**config.mk**
```make
export PLATFORM = sky130hd
export DESIGN_NAME = eeword_fetch
export DESIGN_NICKNAME = d
export VERILOG_FILES = /design/src/rtl/eew_pkg.sv /design/src/rtl/eew_spi_shift.sv /design/src/rtl/eew_sum.sv /design/src/rtl/eeword_fetch.sv
export SDC_FILE = /design/constraint.sdc
export NUM_CORES = 1
export LEC_CHECK = 0
export BUFFER_PORTS_ARGS = -buffer_cell sky130_fd_sc_hd__clkbuf_2
export CAP_MARGIN = 20
export CORE_MARGIN = 1.5
export CORE_UTILIZATION = 45
export CTS_BUF_LIST = sky130_fd_sc_hd__clkbuf_8
export DETAILED_ROUTE_END_ITERATION = 10
export SETUP_SLACK_MARGIN = 0.2
export SYNTH_ARGS = -nofsm -noshare
export SYNTH_HDL_FRONTEND = slang
export SYNTH_HIERARCHICAL = 1
export SYNTH_SLANG_ARGS = --single-unit
```
**constraint.sdc**
```tcl
create_clock -name clk -period 3.64 [get_ports clk]
set_clock_uncertainty 0.2 [all_clocks]
set_input_delay 0.364 -clock clk [delete_from_list [all_inputs] [get_ports clk]]
set_output_delay 0.364 -clock clk [all_outputs]
set_load 0.005 [all_outputs]
```
**src/rtl/eew_pkg.sv**
```systemverilog
package eew_pkg;

    localparam logic [7:0]  OP_READ = 8'h03;
    localparam logic [7:0]  OP_RDSR = 8'h05;
    localparam logic [15:0] IMG_SIG = 16'hBABA;

    typedef enum logic [2:0] {
        ST_IDLE,
        ST_POLL_OP,
        ST_POLL_ST,
        ST_GAP,
        ST_RD_OP,
        ST_ADDR,
        ST_LO,
        ST_HI
    } eew_state_e;

    // Packed order equals the register bit layout (data 31:16 ... start 0)
    typedef struct packed {
        logic [15:0] data;
        logic [13:0] addr;
        logic        done;
        logic        start;
    } eew_cmd_t;

endpackage

```
**src/rtl/eew_spi_shift.sv**
```systemverilog
module eew_spi_shift #(
    parameter int DIV = 4
) (
    input  logic       clk,
    input  logic       rst_n,
    input  logic       go,
    input  logic [7:0] tx,
    input  logic       miso,
    output logic       sck,
    output logic       mosi,
    output logic [7:0] rx,
    output logic       fin
);
    localparam int HALF = DIV / 2;
    localparam int CW   = (HALF > 1) ? $clog2(HALF) : 1;

    if (DIV < 2 || (DIV % 2) != 0) begin : g_bad_div
        $error("DIV must be even and at least 2");
    end

    typedef struct packed {
        logic          active;
        logic          sck;
        logic [CW-1:0] cnt;
        logic [2:0]    bits;
        logic [7:0]    txsh;
        logic [7:0]    rxsh;
        logic          fin;
    } shift_t;

    shift_t q, d;

    always_comb begin
        d     = q;
        d.fin = 1'b0;
        if (go) begin
            d.active = 1'b1;
            d.sck    = 1'b0;
            d.cnt    = '0;
            d.bits   = '0;
            d.txsh   = tx;
        end else if (q.active) begin
            if (q.cnt == CW'(HALF - 1)) begin
                d.cnt = '0;
                if (!q.sck) begin
                    d.sck  = 1'b1;
                    d.rxsh = {q.rxsh[6:0], miso};
                end else begin
                    d.sck = 1'b0;
                    if (q.bits == 3'd7) begin
                        d.active = 1'b0;
                        d.fin    = 1'b1;
                    end else begin
                        d.bits = q.bits + 3'd1;
                        d.txsh = {q.txsh[6:0], 1'b0};
                    end
                end
            end else begin
                d.cnt = q.cnt + CW'(1);
            end
        end
    end

    always_ff @(posedge clk) begin
        if (!rst_n) q <= '0;
        else        q <= d;
    end

    assign sck  = q.sck;
    assign mosi = q.txsh[7];
    assign rx   = q.rxsh;
    assign fin  = q.fin;

endmodule

```
**src/rtl/eew_sum.sv**
```systemverilog
module eew_sum
    import eew_pkg::*;
(
    input  logic        clk,
    input  logic        rst_n,
    input  logic        clr,
    input  logic        add,
    input  logic        last,
    input  logic [15:0] word,
    output logic        checked,
    output logic        ok
);
    typedef struct packed {
        logic [15:0] acc;
        logic        checked;
        logic        ok;
    } sum_t;

    sum_t q, d;
    logic [15:0] acc_next;

    always_comb begin
        d        = q;
        acc_next = q.acc + word;
        if (clr) begin
            d.acc     = '0;
            d.checked = 1'b0;
            d.ok      = 1'b0;
        end else if (add) begin
            d.acc = acc_next;
            if (last) begin
                d.checked = 1'b1;
                d.ok      = (acc_next == IMG_SIG);
            end
        end
    end

    always_ff @(posedge clk) begin
        if (!rst_n) q <= '0;
        else        q <= d;
    end

    assign checked = q.checked;
    assign ok      = q.ok;

endmodule

```
**src/rtl/eeword_fetch.sv**
```systemverilog
module eeword_fetch
    import eew_pkg::*;
#(
    parameter int DIV        = 4,
    parameter int WORDS      = 64,
    parameter bit POLL_READY = 1'b1,
    parameter int CS_GAP     = 2
) (
    input  logic        clk,
    input  logic        rst_n,
    input  logic        reg_wr_en,
    input  logic [31:0] reg_wr_data,
    output logic [31:0] reg_rd_data,
    input  logic        chk_go,
    output logic        img_checked,
    output logic        img_ok,
    output logic        spi_sck,
    output logic        spi_cs_n,
    output logic        spi_mosi,
    input  logic        spi_miso
);
    localparam int AW     = $clog2(WORDS);
    localparam int ABYTES = (AW + 1 + 7) / 8;
    localparam int ABW    = ABYTES * 8;
    localparam int IW     = (ABYTES > 1) ? $clog2(ABYTES) : 1;
    localparam int GW     = (CS_GAP > 1) ? $clog2(CS_GAP) : 1;

    // A parameter picks whether each transfer opens with a ready query
    localparam eew_state_e FIRST_ST = POLL_READY ? ST_POLL_OP : ST_RD_OP;
    localparam logic [7:0] FIRST_OP = POLL_READY ? OP_RDSR : OP_READ;

    typedef struct packed {
        eew_state_e     st;
        eew_cmd_t       cmd;
        logic           sum_mode;
        logic [AW-1:0]  widx;
        logic           cs_n;
        logic           go;
        logic [7:0]     tx;
        logic [7:0]     lo;
        logic [GW-1:0]  gap;
        logic           repoll;
        logic [IW-1:0]  abyte;
    } eng_t;

    eng_t q, d;

    logic       busy;
    logic       byte_fin;
    logic [7:0] byte_rx;
    logic       sum_clr, sum_add, sum_last;
    logic [15:0] word_in;
    logic       start_req;

    wire unused_wr_hi = ^reg_wr_data[31:16];

    function automatic logic [7:0] addr_byte(logic [AW-1:0] w, logic [IW-1:0] k);
        logic [ABW-1:0] b;
        b = ABW'({w, 1'b0});
        return b[(ABYTES - 1 - int'(k)) * 8 +: 8];
    endfunction

    assign busy      = (q.st != ST_IDLE);
    assign start_req = reg_wr_en && reg_wr_data[0];
    assign word_in   = {byte_rx, q.lo};

    always_comb begin
        d        = q;
        d.go     = 1'b0;
        sum_clr  = 1'b0;
        sum_add  = 1'b0;
        sum_last = 1'b0;
        unique case (q.st)
            ST_IDLE: begin
                if (start_req) begin
                    d.cmd.addr  = reg_wr_data[15:2];
                    d.cmd.done  = 1'b0;
                    d.cmd.start = 1'b1;
                    d.sum_mode  = 1'b0;
                    d.widx      = reg_wr_data[AW+1:2];
                    d.cs_n      = 1'b0;
                    d.go        = 1'b1;
                    d.tx        = FIRST_OP;
                    d.st        = FIRST_ST;
                end else if (chk_go) begin
                    sum_clr    = 1'b1;
                    d.sum_mode = 1'b1;
                    d.widx     = '0;
                    d.cs_n     = 1'b0;
                    d.go       = 1'b1;
                    d.tx       = FIRST_OP;
                    d.st       = FIRST_ST;
                end
            end
            ST_POLL_OP: begin
                if (byte_fin) begin
                    d.go = 1'b1;
                    d.tx = 8'h00;
                    d.st = ST_POLL_ST;
                end
            end
            ST_POLL_ST: begin
                if (byte_fin) begin
                    d.cs_n   = 1'b1;
                    d.gap    = '0;
                    d.repoll = byte_rx[0];
                    d.st     = ST_GAP;
                end
            end
            ST_GAP: begin
                if (q.gap == GW'(CS_GAP - 1)) begin
                    d.cs_n = 1'b0;
                    d.go   = 1'b1;
                    if (q.repoll) begin
                        d.tx = OP_RDSR;
                        d.st = ST_POLL_OP;
                    end else begin
                        d.tx = OP_READ;
                        d.st = ST_RD_OP;
                    end
                end else begin
                    d.gap = q.gap + GW'(1);
                end
            end
            ST_RD_OP: begin
                if (byte_fin) begin
                    d.go    = 1'b1;
                    d.abyte = '0;
                    d.tx    = addr_byte(q.widx, '0);
                    d.st    = ST_ADDR;
                end
            end
            ST_ADDR: begin
                if (byte_fin) begin
                    d.go = 1'b1;
                    if (q.abyte == IW'(ABYTES - 1)) begin
                        d.tx = 8'h00;
                        d.st = ST_LO;
                    end else begin
                        d.abyte = q.abyte + IW'(1);
                        d.tx    = addr_byte(q.widx, q.abyte + IW'(1));
                    end
                end
            end
            ST_LO: begin
                if (byte_fin) begin
                    d.lo = byte_rx;
                    d.go = 1'b1;
                    d.tx = 8'h00;
                    d.st = ST_HI;
                end
            end
            ST_HI: begin
                if (byte_fin) begin
                    d.cs_n = 1'b1;
                    if (!q.sum_mode) begin
                        d.cmd.data  = word_in;
                        d.cmd.done  = 1'b1;
                        d.cmd.start = 1'b0;
                        d.st        = ST_IDLE;
                    end else begin
                        sum_add = 1'b1;
                        if (q.widx == AW'(WORDS - 1)) begin
                            sum_last = 1'b1;
                            d.st     = ST_IDLE;
                        end else begin
                            d.widx   = q.widx + AW'(1);
                            d.gap    = '0;
                            d.repoll = POLL_READY;
                            d.st     = ST_GAP;
                        end
                    end
                end
            end
            default: d.st = ST_IDLE;
        endcase
    end

    always_ff @(posedge clk) begin
        if (!rst_n) begin
            q      <= '0;
            q.cs_n <= 1'b1;
        end else begin
            q <= d;
        end
    end

    eew_spi_shift #(.DIV(DIV)) u_shift (
        .clk  (clk),
        .rst_n(rst_n),
        .go   (q.go),
        .tx   (q.tx),
        .miso (spi_miso),
        .sck  (spi_sck),
        .mosi (spi_mosi),
        .rx   (byte_rx),
        .fin  (byte_fin)
    );

    eew_sum u_sum (
        .clk    (clk),
        .rst_n  (rst_n),
        .clr    (sum_clr),
        .add    (sum_add),
        .last   (sum_last),
        .word   (word_in),
        .checked(img_checked),
        .ok     (img_ok)
    );

    assign reg_rd_data = q.cmd;
    assign spi_cs_n    = q.cs_n;

endmodule

```
==> summary.txt, run 1 <==
unrepaired setup endpoints after global routing = no
Max-slew headroom = 0.354
clock root buffer = clkbuf_8
setup bufs post-CTS = 0
Critical Path RT = 3770 ps
io pins = 74
Syn Nets = 697
detailed-placement wirelength estimate = 8690 µm
DIE AREA = 12700 µm²
worst-path cell chain = ha_1 -> inv_1 -> fa_1 -> nor2b_4 -> o31a_1 -> o311ai_0 -> a311oi_1 -> nand4_1 -> a2111oi_2 -> nand4b_1 -> nand2_1
I/O Buffers = 56
critical path's largest stage delay = 440 ps
static leakage = 0.00224 µW
simple-gate share of the synthesized area = 0.188
Max FO, Critical Path = 5
Placed Area = 5450 µm²
Slew Viols, Final = 0
HP Class = input port to flop
DIE HEIGHT = 113 µm
final WL = 12200 µm
GR Util All Layers = 0.200
first-pass GRT wire length = 20400 µm
Tcrit/Tclk final = 0.815
largest net degree at the start of global routing = 51
Final #Nets = 707
TritonRoute pass-1 iters = 5
Sink Count = 102
TritonCTS clock tree = yes
register area share after synthesis = 0.377
pwr/cell area = 346 nW/µm²
total CTS buffers = 9
Mapped Cells = 641
Mapped Area = 5410 µm²
DIE WIDTH = 113 µm
crit path kind = flop to flop
reg2reg path depth = 11
status = completed
Post-Layout Cell Count = 798
number of synthesized flops with an enable pin = 0
worst-margin pin slew = 961 ps
CP Launch Type = flop
placed insts = 772
Antenna Diode Count = 0
final setup vio count = 0
Adder-Cell Fraction of Synth Area = 0.0453
post-DR wirelength/cell = 15.3 µm
post-synthesis cell type count = 75
core area = 11600 µm²
vias per cell = 5.54
pre-CTS setup slack = 736 ps
Min-Delay Path Depth = 3
Crit-path slowest cell = fa_1
Syn-to-layout area delta = 6.29%
post-synthesis async set-or-reset flop share = 0
initial antenna violation count = 0
post-route setup TNS = 0 ps
vias = 4424
compound-gate portion of the synthesized area = 0.216
Avg Inst Size Synth = 8.44 µm²
Crit. End Element = flop
starting density of the core = 0.468
largest family of logic cells by synthesized area = compound AO/OA/AOI/OAI gates
worst r2r src = q[3]$_SDFFE_PN0P_
Clk Latency, worst-skew pair = 380 ps
min-delay src = reg_wr_data[5]
Fmax achieved = 337 MHz
prevailing post-synth register cell = dfxtp_1
crit path from = q[3]$_SDFFE_PN0P_
Final Hold Fails = 0
CP arrival = 3100 ps
Antenna Violating Nets Remaining = 0
clock tree buffer depth = 2
CTS H-tree depth = 3
VDD IR max = 448 µV
1st-iter DRT viols = 219
crit path time final = 2970 ps
Finished Cell Area = 5750 µm²
layout cell share with drive strength beyond 1 = 0.144
DRC viols = 0
GP Congestion = 0.856
Post-Synth XOR/XNOR Area = 0.0210
mux share of post-synthesis cell area = 0.0539
Max Cap Viol = 0
clk slew on worst S/H paths = 90 ps
yosys warns = 6
flops & latches, synth = 102
Final Worst Setup Slack = 673 ps
gr ovfl total = 0
number of global-route vias before repair = 4237
row count = 39
[kinds of logic (layout without fill, tap and decap cells)]
| kind of cell | count (synthesis) | count (layout) |
|---|---|---|
| buffers and inverters | 90 | 104 |
| multiplexers | 29 | 29 |
| AND/OR/NAND/NOR | 217 | 217 |
| adder cells (fa/ha/maj) | 19 | 19 |
| other | 1 | 1 |
| flip-flops | 102 | 102 |
| XOR/XNOR | 13 | 13 |
| AO/OA/AOI/OAI | 170 | 170 |
[flip-flops by register name, indices dropped and copies added, names as in the netlist]
name and count:
q 28, reg_rd_data 32, spi_cs_n 1, u_shift/fin 1
u_shift/mosi 1, u_shift/q 12, u_shift/rx 8, u_shift/sck 1
u_sum/checked 1, u_sum/ok 1, u_sum/q 16
[report_power, final]
group | switching, µW | total, µW | leakage (µW) | internal (µW)
sequential | 21.6 | 1160 | 0.000826 | 1140
combinational | 72.9 | 128 | 0.00131 | 55.3
clock | 376 | 704 | 0.0000970 | 328
[metal layers]
metal  track usage  share of wire  vias up
li1              -              -     2257
met1         0.249           0.44     2044
met2         0.337           0.49      109
met3        0.0578          0.054       14
met4        0.0549          0.013        0
met5             0              0        -
[cells in the final DEF (no fill, tap or decap), drive strengths merged, types with 3 or more instances in the layout]
master / n
a211oi: 7
a21o: 6
a21oi: 74
a311oi: 4
a31oi: 5
a32o: 6
and3: 3
buf: 7
clkbuf: 66
dfxtp: 102
dlygate4sd3: 11
ha: 18
inv: 16
mux2i: 28
nand2: 109
nand2b: 4
nand3: 13
nand4: 3
nor2: 34
nor2b: 16
nor3: 14
nor4: 3
o21a: 7
o21ai: 20
o311a: 3
o31a: 3
o32ai: 5
or3: 4
xnor2: 6
xor2: 7
[layout make-up]
cell class                      instances  area [µm²]
Timing Repair Buffer                   74         443
Multi-Input combinational cell        449        2840
Clock buffer                           10         138
Sequential cell                       102        2040
Clock inverter                          5        52.6
Fill cell                            1133        5810
Inverter                               15        56.3
Tap cell                              143         179
[synth_stat cells, types with 4 or more instances]
| library cell | count | area share |
|---|---|---|
| mux2i_1 | 28 | 0.052 |
| a21oi_1 | 72 | 0.067 |
| nand3_1 | 13 | 0.012 |
| nor2_1 | 34 | 0.024 |
| dfxtp_1 | 102 | 0.38 |
| a211oi_1 | 6 | 0.0083 |
| nor3_1 | 13 | 0.012 |
| buf_2 | 14 | 0.013 |
| o21a_1 | 7 | 0.0097 |
| xnor2_1 | 6 | 0.0097 |
| ha_1 | 18 | 0.042 |
| or3_1 | 4 | 0.0046 |
| inv_1 | 14 | 0.0097 |
| a31oi_1 | 5 | 0.0058 |
| nor2b_1 | 15 | 0.017 |
| a21o_1 | 6 | 0.0083 |
| nand2_1 | 109 | 0.076 |
| clkbuf_1 | 14 | 0.0097 |
| o21ai_0 | 18 | 0.017 |
| a311oi_1 | 4 | 0.0065 |
| o32ai_1 | 5 | 0.0081 |
| a32o_1 | 6 | 0.011 |
| nand2b_1 | 4 | 0.0046 |
| buf_4 | 42 | 0.058 |
| xor2_1 | 7 | 0.011 |
[final timing paths]
kind	slack, ps	end
worst max-delay path	670	u_sum/ok$_SDFFE_PP0P_
worst min-delay path	30	reg_rd_data[5]$_SDFFE_PN0P_
worst max register to register	670	u_sum/ok$_SDFFE_PP0P_
worst min register to register	250	u_sum/ok$_SDFFE_PP0P_
[repair_timing]
action	in CTS	in global routing
hold buffers	11	0
resized for setup	0	0
hold endpoints to repair	11	0
[through the flow]
step,util,hold WS [ps],total power (µW)
after CTS,0.497,2.41,2020
final,0.497,32.6,1990
after global placement,0.471,232,1300
after floorplan,-,232,1270
after detailed placement,0.471,233,1310
after global routing,0.497,9.00,2080
[critical path: cells and delay by family (launching register included)]
kind / cells / cell delay [ps]
simple gates: 4 / 590
compound gates: 4 / 1050
fa+ha+maj: 2 / 650
buf+inv: 1 / 60
flops: 1 / 360
Power figures use the tool's default switching activity.
==> run 2, diff against run 1 <==
--- a/config.mk
+++ b/config.mk
@@ -5,12 +5,14 @@
 export SDC_FILE = /design/constraint.sdc
 export NUM_CORES = 1
 export LEC_CHECK = 0
+export ABC_AREA = 1
 export BUFFER_PORTS_ARGS = -buffer_cell sky130_fd_sc_hd__clkbuf_2
 export CAP_MARGIN = 20
 export CORE_MARGIN = 1.5
 export CORE_UTILIZATION = 45
 export CTS_BUF_LIST = sky130_fd_sc_hd__clkbuf_8
 export DETAILED_ROUTE_END_ITERATION = 10
+export PLACE_DENSITY = 0.67
 export SETUP_SLACK_MARGIN = 0.2
 export SYNTH_ARGS = -nofsm -noshare
 export SYNTH_HDL_FRONTEND = slang
==> constraint.sdc (replaced) <==
create_clock -name clk -period 2.59 [get_ports clk]
set_clock_uncertainty 0.2 [all_clocks]
set_input_delay 0.259 -clock clk [delete_from_list [all_inputs] [get_ports clk]]
set_output_delay 0.259 -clock clk [all_outputs]
set_load 0.005 [all_outputs]
==> run 2 against run 1 <==
Effect of this change: routed wire length increased by 5.0%; clock-buffer cell count decreased by 1; final cell count increased by 32%; via count increased by 14%; sequential cell count unchanged; critical path type unchanged; highest routed layer unchanged.
==> summary.txt, run 2 <==
number of synthesized flops with an enable pin = 0
layout cell share with drive strength beyond 1 = 0.137
GR Util All Layers = 0.202
DIE AREA = 13100 µm²
Mapped Area = 5580 µm²
largest cells by area after synthesis = dfxtp_1 37%, nor2_1 13%, nand2_1 13%
critical path's largest stage delay = 390 ps
CP arrival = 2340 ps
cell internal pwr = 2480 µW
setup bufs post-CTS = 0
vias per cell = 4.78
max reg flops = 32
DIE WIDTH = 114 µm
1st-iter DRT viols = 256
Syn-to-layout area delta = 10.2%
GP Congestion = 0.877
CTS H-tree depth = 3
Crit-path slowest cell = ha_1
Comb pwr share = 0.226
final setup vio count = 0
row count = 40
Final Power = 3730 µW
DIE HEIGHT = 114 µm
Max FO, Critical Path = 6
worst-path cell chain = ha_1 -> a21oi_1 -> nand2_1 -> nand2_1 -> nand2_1 -> nand2_1 -> nand2_1 -> nand2_1 -> nand2_1 -> nor2_1 -> nand3_1 -> a21oi_1
yosys warns = 6
clock power share = 0.268
most common cell after layout, fill and taps aside = nand2_1
Syn Nets = 900
Antenna Violating Nets Remaining = 0
status = completed
Placed Area = 5730 µm²
vias = 5022
Post-synth top cells = 189 x nor2_1, 188 x nand2_1, 102 x dfxtp_1
Slew Viols, Final = 0
detailed-placement wirelength estimate = 9390 µm
register area share after synthesis = 0.366
Psw = 1260 µW
final WL = 12900 µm
Final #Nets = 933
crit path time final = 2240 ps
post-route setup TNS = 0 ps
crit path kind = flop to flop
Critical Path RT = 2690 ps
Tcrit/Tclk final = 0.865
sequential share of power = 0.506
clk slew on worst S/H paths = 100 ps
Clk Latency, worst-skew pair = 380 ps
TritonCTS clock tree = yes
worst r2r src = q[5]$_SDFFE_PN0P_
most frequent cell after synthesis = nor2_1
crit path from = q[5]$_SDFFE_PN0P_
Fmax achieved = 447 MHz
gr ovfl total = 0
starting density of the core = 0.463
CP most frequent cell = nand2_1
post-DR wirelength/cell = 12.2 µm
core area = 12100 µm²
final core occ = 0.510
Max Cap Viol = 0
Yosys top cell by area = dfxtp_1
Mapped Cells = 844
total CTS buffers = 9
TritonRoute pass-1 iters = 5
clock tree buffer depth = 2
prevailing post-synth register cell = dfxtp_1
pwr/cell area = 607 nW/µm²
I/O Buffers = 56
clock root buffer = clkbuf_8
Crit. End Element = flop
largest net degree at the start of global routing = 39
Sw Share = 0.337
most frequent cells in the layout = 187 x nand2_1, 186 x nor2_1, 96 x dfxtp_1
Final Hold Fails = 0
flops & latches, synth = 102
DRC viols = 0
min-delay src = rst_n
number of global-route vias before repair = 4404
Sink Count = 102
Finished Cell Area = 6150 µm²
static leakage = 0.00304 µW
post-synthesis async set-or-reset flop share = 0
unrepaired setup endpoints after global routing = no
HP Class = input port to flop
VDD IR max = 351 µV
CP Launch Type = flop
io pins = 74
post-synthesis cell type count = 37
Avg Inst Size Synth = 6.62 µm²
share of the synthesized area in the top cell type = 0.366
Antenna Diode Count = 0
initial antenna violation count = 0
first-pass GRT wire length = 21100 µm
run 2: final cells by class:
type | instances | area (µm²)
clock buffer | 9 | 124
timing repair buffer | 82 | 515
tap | 168 | 210
clock inverter | 7 | 66.3
inverter | 92 | 353
fill | 1234 | 5910
sequential | 102 | 2050
multi-input combinational | 590 | 2830
run 2: cell families after synthesis:
logic type,synth area share
other cells,0.000672
flops,0.366
buf+inv,0.138
simple gates,0.342
fa+ha+maj,0.0439
xor+xnor,0.00471
compound gates,0.105
run 2: power groups by stage:
| stage | registers (µW) | clock network (µW) | logic, µW |
|---|---|---|---|
| after floorplan | 1860 | 0 | 703 |
| after global placement | 1910 | 0 | 812 |
| after detailed placement | 1910 | 0 | 815 |
| after CTS | 1880 | 1020 | 838 |
| after global routing | 1910 | 1090 | 968 |
| final | 1890 | 1000 | 846 |
run 2: per-layer routing:
metal  track usage  share of wire  wire length, µm  vias up
met2         0.319           0.44             5640       93
li1              -              -                -     2689
met1         0.287           0.51             6510     2227
met5             0              0                0        -
met3        0.0334          0.044              565       13
met4        0.0567          0.011              141        0
run 2: critical path, delay by kind of cell, from the launching register on:
family          cells  cell delay (ps)
compound gates      2              360
fa+ha+maj           1              390
flops               1              360
simple gates        9              870
run 2: through the flow:
stage / instances / setup WS (ps) / hold slack, ps
after floorplan: 844 / 574 / 194
after global placement: 1018 / 247 / 254
after detailed placement: 1018 / 219 / 257
after CTS: 1050 / 218 / 70.3
after global routing: 1050 / 176 / 87.2
final: 1050 / 351 / 91.1
run 2: what timing repair did:
action,in CTS,in global routing
pin swaps,0,7
endpoints found under the hold margin,16,0
resized for setup,1,21
hold buffers,16,0
cloned,0,0
setup endpoints to repair,1,11
run 2: path summary, 6_finish.rpt:
check / depth (start not counted) / endpoint / slack, ps
worst min-delay path: 3 / spi_cs_n$_SDFFE_PN1P_ / 90
worst min register to register: 2 / reg_rd_data[2]$_SDFFE_PN0P_ / 270
worst max-delay path: 12 / u_sum/ok$_SDFFE_PP0P_ / 350
worst max register to register: 12 / u_sum/ok$_SDFFE_PP0P_ / 350
